--- config.mk ---
export PLATFORM = sky130hd
export DESIGN_NAME = core_tick_timer
export DESIGN_NICKNAME = d
export VERILOG_FILES = /design/src/rtl/core_tick_timer.sv
export SDC_FILE = /design/constraint.sdc
export NUM_CORES = 1
export LEC_CHECK = 0
export ABC_AREA = 1
export BUFFER_PORTS_ARGS = -buffer_cell sky130_fd_sc_hd__buf_2
export CAP_MARGIN = 20
export CORE_MARGIN = 3
export CORE_UTILIZATION = 40
export CTS_BUF_LIST = sky130_fd_sc_hd__clkbuf_8
export CTS_CLUSTER_SIZE = 28
export DETAILED_ROUTE_END_ITERATION = 10
export HOLD_SLACK_MARGIN = 0.12
export PLACE_DENSITY = 0.56
export SYNTH_ARGS = -nofsm -noshare
export SYNTH_HDL_FRONTEND = slang
export SYNTH_SLANG_ARGS = --single-unit
export TNS_END_PERCENT = 30
--- constraint.sdc ---
create_clock -name clk -period 1.9 [get_ports clk]
set_input_delay 0.285 -clock clk [delete_from_list [all_inputs] [get_ports clk]]
set_output_delay 0.285 -clock clk [all_outputs]
set_load 0.02 [all_outputs]
--- src/rtl/core_tick_timer.sv ---
module core_tick_timer #(
  parameter int ADDR_W = 5,
  parameter int DATA_W = 32
) (
  input  logic              clk,
  input  logic              rst,
  input  logic              bus_wr,
  input  logic [ADDR_W-1:0] bus_addr,
  input  logic [DATA_W-1:0] bus_wdata,
  output logic [DATA_W-1:0] bus_rdata,
  output logic              irq
);
  localparam logic [ADDR_W-1:0] OFF_CTRL = ADDR_W'(0);
  localparam logic [ADDR_W-1:0] OFF_PER  = ADDR_W'(4);
  localparam logic [ADDR_W-1:0] OFF_DIV  = ADDR_W'(8);
  localparam logic [ADDR_W-1:0] OFF_CNT  = ADDR_W'(12);

  logic              pwr_q, run_q, rld_q, exp_q;
  logic [DATA_W-1:0] per_q, div_q, cnt_q, phase_q;

  wire wr_ctrl = bus_wr && bus_addr == OFF_CTRL;
  wire wr_per  = bus_wr && bus_addr == OFF_PER;
  wire wr_div  = bus_wr && bus_addr == OFF_DIV;
  wire wr_cnt  = bus_wr && bus_addr == OFF_CNT;

  wire active     = pwr_q && run_q;
  wire phase_done = phase_q >= div_q;
  wire step       = active && phase_done && (cnt_q != '0 || rld_q) && !wr_cnt;
  wire expire     = step && cnt_q == DATA_W'(1);

  always_ff @(posedge clk) begin
    if (rst || wr_cnt || !active || phase_done) phase_q <= '0;
    else phase_q <= phase_q + DATA_W'(1);
  end

  always_ff @(posedge clk) begin
    if (rst) cnt_q <= '0;
    else if (wr_cnt) cnt_q <= bus_wdata;
    else if (step) cnt_q <= (cnt_q == '0) ? per_q : cnt_q - DATA_W'(1);
  end

  always_ff @(posedge clk) begin
    if (rst) begin
      per_q <= '0;
      div_q <= '0;
    end else begin
      if (wr_per) per_q <= bus_wdata;
      if (wr_div) div_q <= bus_wdata;
    end
  end

  always_ff @(posedge clk) begin
    if (rst) begin
      pwr_q <= 1'b0;
      run_q <= 1'b0;
      rld_q <= 1'b0;
    end else if (wr_ctrl) begin
      pwr_q <= bus_wdata[0];
      run_q <= bus_wdata[1];
      rld_q <= bus_wdata[2];
    end
  end

  always_ff @(posedge clk) begin
    if (rst) exp_q <= 1'b0;
    else if (expire) exp_q <= 1'b1;
    else if (wr_ctrl && (bus_wdata[3] || !bus_wdata[0])) exp_q <= 1'b0;
  end

  always_ff @(posedge clk) begin
    if (rst) irq <= 1'b0;
    else irq <= expire;
  end

  always_comb begin
    case (bus_addr)
      OFF_CTRL: bus_rdata = {{(DATA_W-4){1'b0}}, exp_q, rld_q, run_q, pwr_q};
      OFF_PER:  bus_rdata = per_q;
      OFF_DIV:  bus_rdata = div_q;
      OFF_CNT:  bus_rdata = cnt_q;
      default:  bus_rdata = '0;
    endcase
  end
endmodule

**Word-level counts from Yosys, hierarchy flattened**

Index checks and enable logic that the tools add are counted.

- $add $sub $neg: 2
- Multipliers: 0
- Divide/modulo/power cells: 0
- $lt $le $gt $ge: 1
- Equal/unequal tests: 4
- Shifts and indexed selects: 0
- Muxes and demuxes: 6
- Bitwise operators: 0
- Reductions and logical operators: 23

Operator list:

| operator | count |
|---|---|
| $pmux W32 S4 | 1 |
| $mux W32 | 3 |
| $add A32 B1 Y32 const B | 1 |
| $eq A32 B1 Y1 const B | 1 |
| $ge A32 B32 Y1 | 1 |
| $logic_not A32 Y1 | 1 |
| $reduce_bool A32 Y1 | 1 |
| $sub A32 B1 Y32 const B | 1 |
| $eq A5 B4 Y1 const B | 2 |
| $logic_and A1 B1 Y1 | 10 |
| $eq A5 B3 Y1 const B | 1 |
| $logic_not A5 Y1 | 1 |
| $logic_or A1 B1 Y1 | 5 |
| $reduce_bool A2 Y1 | 2 |
| $logic_not A1 Y1 | 3 |
| $mux W1 | 2 |

- Flip-flop bits (word level): 133
- Bits in latches: 0
- Bits in writable memories: 0
- Memory bits (read-only): 0
- Bits of input ports: 40
- Logic and storage cells: 45
- Memories kept: 0

**Logic depth before layout (Yosys ltp)**

- Word-level depth: 6
- Depth in mapped cells: 18
- Mapped depth without buffers: 17

**Least setup slack after synthesis**

Ideal clock, no wire load.

- Path kind: reg2reg
- Start point: reg phase_q[5]
- End point: reg phase_q[10]
- Setup time: 64 ps
- Arrival time: 1864 ps
- Setup slack: -29 ps
- Cell stages (with the launch flop): 14
- Cells stage by stage: dfxtp_1 -> ha_1 -> a21oi_1 -> nor2_1 -> nor2_1 -> nand2_1 -> nand2_1 -> nand2_1 -> nand2_1 -> nand2_2 -> or3_1 -> clkbuf_1 -> buf_2 -> nor2_1

- Longest elaborated chain between the ends: 2

RTL lines:

| element | RTL line | RTL |
|---|---|---|
| start, declared | 19 | `logic [DATA_W-1:0] per_q, div_q, cnt_q, phase_q;` |
| start signal, assigned | 33 | `else phase_q <= phase_q + DATA_W'(1);` |
| $ge A32 B32 Y1 | 27 | `wire phase_done = phase_q >= div_q;` |
| $logic_or A1 B1 Y1 | 32 | `if (rst \|\| wr_cnt \|\| !active \|\| phase_done) phase_q <= '0;` |

Parallel ways exist; a longest one is shown, timed or not.
A chain may end at the register's enable or synchronous reset.

**Worst setup path in the final report**

- Start point: reg div_q[11]
- End point: reg phase_q[20]

- Longest elaborated chain between the ends: 2

RTL lines:

| element | RTL line | RTL |
|---|---|---|
| start, declared | 19 |  |
| start signal, assigned | 48 | `if (wr_div) div_q <= bus_wdata;` |
| $ge A32 B32 Y1 | 27 |  |
| $logic_or A1 B1 Y1 | 32 |  |

Every way passes these cells.

==> results.md <==
* Crit-path max FO at 8
* CP endpoint kind: flop
* Syn Nets at 1,330
* Max cap viols at 0
* Post-synth EDFFs at 0
* Worst hold path cell count at 3
* Syn. warnings at 0
* Total Wirelength at 29.0 mm
* Critical path's top delay family: simple AND/OR/NAND/NOR gates
* Worst-Margin Slew at 0.470 ns
* Final nets at 1,529
* Post-Place Cells at 1,680
* RSZ-0062 raised after global routing: yes
* Clock share of power at 0.455
* Status: complete, but fails checks
* Type of the worst min-delay path: in -> reg
* # DRC at 0
* Ys async rst share at 0
* R2r endpoint: phase_q[20]$_SDFF_PP0_
* Mapped Area at 8240 µm²
* Iter 0 DRT Violations at 642
* Routed vias at 8,910
* Cell Pwr Density at 556 nW/µm²
* Hold Crit Start: bus_wdata[10]
* TritonCTS buffer count at 17
* CP Launch Type: flop
* Number of setup violations in the final report at 66
* Final ANT Viol Nets at 0
* Ant diodes at 0
* CTS H-tree lvls at 4
* WP data arrival at 2.53 ns
* Pint at 4.59 mW
* Largest net degree at the start of global routing at 67
* Worst Hold Endpoint: per_q[10]$_SDFFE_PP0P_
* Initial Util at 0.415
* Cell taking the most area after synthesis: dfxtp_1
* Critical path type: reg -> reg
* Detailed Place HPWL at 21.4 mm
* WL per Instance at 16.8 µm
* FMAX at 0.469 GHz
* Synthesized flop and latch total at 133
* Worst Reg-to-Reg Cells at 14
* Antenna violations before repair at 0
* Failing checks: setup timing
* Net Sw Power at 1.55 mW
* Comb pwr share at 0.087
* CTS tree: built
* Primary FF master, synth: dfxtp_1
* Slowest CP cell: or3_4
* Root buf cell: clkbuf_8
* Post-route setup slack at -0.234 ns
* Switching Share at 0.252
* List of most frequent post-synthesis cells: nand2_1 (331), nor2_1 (168), dfxtp_1 (133), inv_1 (128), a21oi_1 (99)
* Most common cell in the netlist: nand2_1
* Max incr delay on CP at 0.40 ns
* Vias in the first global route at 8,182
* Mapped Cells at 1,254
* Port buffer count at 72
* Via/cell ratio at 5.15
* Placement Cell Area at 9900 µm²
* Placer Congestion at 0.938
* Ranking of synthesized cells by area: dfxtp_1 (32%), nand2_1 (15%), nor2_1 (7.6%), a21oi_1 (6.0%), inv_1 (5.8%)
* Worst reg2reg path startpoint: div_q[11]$_SDFFE_PP0P_
* Area Overhead vs Synth at 34.0%
* Setup slack, reg-to-reg at -0.23 ns
* DP Worst Slack at -0.156 ns
* Row count at 51
* Most frequent CP cell: nand2_1
* Final Cycle Share at 1.12
* Share of cells above drive strength 1 at 0.258
* Non-Filler Instances at 1,731
* CP required at 2.29 ns
* Die Area at 22,400 µm²
* Cell variety after synth at 44
* Post-Route Skew at 0.0160 ns
* GR Overflow Total at 0
* Chip Width at 150 µm
* Synthesized area per cell at 6.57 µm²
* Core Area at 19,800 µm²
* Drt pass-1 iters at 6
* Register area share after synthesis at 0.323
* CTS Sinks at 133
* Rel. slew slack at 0.687
* Crit-path cells: inv_2 > ha_4 > a21oi_2 > nand2_1 > nand2_1 > nand2_1 > nor2_1 > nand2_1 > nand2_1 > nand2_2 > buf_4 > or3_4 > buf_16 > nor2_1
* Max IR drop VDD at 0.396 mV
* Worst Setup SP: div_q[11]$_SDFFE_PP0P_
* Final Hold Vio Count at 0
* Num ports at 73
* First-pass GRT wire length at 44.4 mm
* Pleak at 4.94 nW
* Overall Global Routing Usage at 0.257
* Fin area at 11,000 µm²
* Area share of the largest cell type after synthesis at 0.323
* Clk buf depth at 2
* Die H at 150 µm
* Post-layout minimum cycle time at 2.13 ns
* Clk slew on worst S/H paths at 0.08 ns
* Clock latency on the worst-skew pair at 0.46 ns
* Max Slew Vio Count at 0
* Reg power frac at 0.459
* Buf+Inv Stages, Crit Path at 3
[metrics by stage]
stage / setup TNS [ns] / utilization / hold slack, ns / power, mW
final: -13.92 / 0.556 / 0.149 / 6.14
after global routing: -21.63 / 0.556 / 0.131 / 6.36
after CTS: -7.15 / 0.543 / 0.121 / 6.16
after detailed placement: -7.99 / 0.499 / 0.466 / 3.36
after global placement: -6.95 / 0.499 / 0.463 / 3.36
after floorplan: -0.251 / - / 0.420 / 3.13
[how the worst max path moves through the flow]
stage | to | cells after the start
6_report | phase_q[20]$_SDFF_PP0_ | 14
5_1_grt | phase_q[10]$_SDFF_PP0_ | 14
4_1_cts | cnt_q[3]$_SDFFE_PP0P_ | 17
3_5_place_dp | phase_q[15]$_SDFF_PP0_ | 12
3_3_place_gp | phase_q[5]$_SDFF_PP0_ | 11
2_1_floorplan | phase_q[5]$_SDFF_PP0_ | 13
[what timing repair did]
action | in CTS | in global routing
hold endpoints to repair | 9 | 0
gates resized for setup | 63 | 41
hold buffers | 9 | 0
setup endpoints to repair | 65 | 79
cloned | 2 | 4
buffers inserted | 4 | 1
pin swaps | 2 | 9
[power groups by stage]
stage	Sequential [mW]	Combinational [mW]	Clock, mW
2_1_floorplan	2.88	0.256	0
3_3_place_gp	2.88	0.482	0
3_5_place_dp	2.88	0.481	0
4_1_cts	2.81	0.513	2.84
5_1_grt	2.82	0.583	2.96
6_report	2.81	0.531	2.79
[final cells by class]
cell class                 instances  area (µm²)
clock inverter                    11         171
multi-input combinational        933        5180
timing repair buffer             235        1890
clock buffer                      21         289
inverter                         133         502
sequential                       133        2680
tap                              265         332
fill                            1959        8800
[cells in the final DEF (no fill, tap or decap), types with 3 or more instances in the layout]
cell	Yosys	routed
nand2_1	331	326
nor2_1	168	149
buf_4	2	137
dfxtp_1	133	118
inv_1	128	115
a21oi_1	99	88
o21ai_0	84	83
buf_2	8	68
nand3_1	68	67
xor2_1	23	23
ha_1	36	23
clkbuf_8	0	21
xnor2_1	19	19
o221ai_1	28	18
inv_2	3	16
nor2_2	5	16
nand4_1	15	15
dfxtp_2	0	15
buf_12	0	14
nor2_4	5	13
ha_4	0	13
a21oi_2	0	11
o221ai_2	0	10
nand2_2	5	10
nor3_1	10	10
dlygate4sd3_1	0	9
nand3b_1	6	6
nand3_2	4	5
o21ai_1	3	4
bufinv_16	0	4
clkbuf_16	0	3
[cells by family (layout without fill, tap and decap cells)]
logic type,Yosys count,in the layout,synth area share
simple gates,629,629,0.326
compound gates,226,226,0.155
flops,133,133,0.323
xor+xnor,42,42,0.0446
buf+inv,188,400,0.0967
fa+ha+maj,36,36,0.0546
[worst register-to-register path, cell delays in order, from the launching register on]
cell     delay (ns)
dfxtp_2        0.33
inv_2          0.04
ha_4           0.24
a21oi_2        0.16
nand2_1        0.08
nand2_1        0.06
nand2_1        0.05
nor2_1         0.08
nand2_1        0.09
nand2_1        0.08
nand2_2        0.06
buf_4          0.13
or3_4          0.40
buf_16         0.18
nor2_1         0.08
[sequential cells by signal, summed over array words and instances (netlist names)]
register,cells
phase_q,32
pwr_q,1
rld_q,1
irq,1
per_q,32
div_q,32
exp_q,1
cnt_q,32
run_q,1
[layer usage]
layer	up-vias	global-route usage	part of all wire
met1	4092	0.348	0.45
li1	4472	-	-
met2	304	0.421	0.46
met3	42	0.0406	0.063
met5	-	0	0
met4	0	0.0824	0.021
Note: power is estimated with default switching activity, not from simulation.
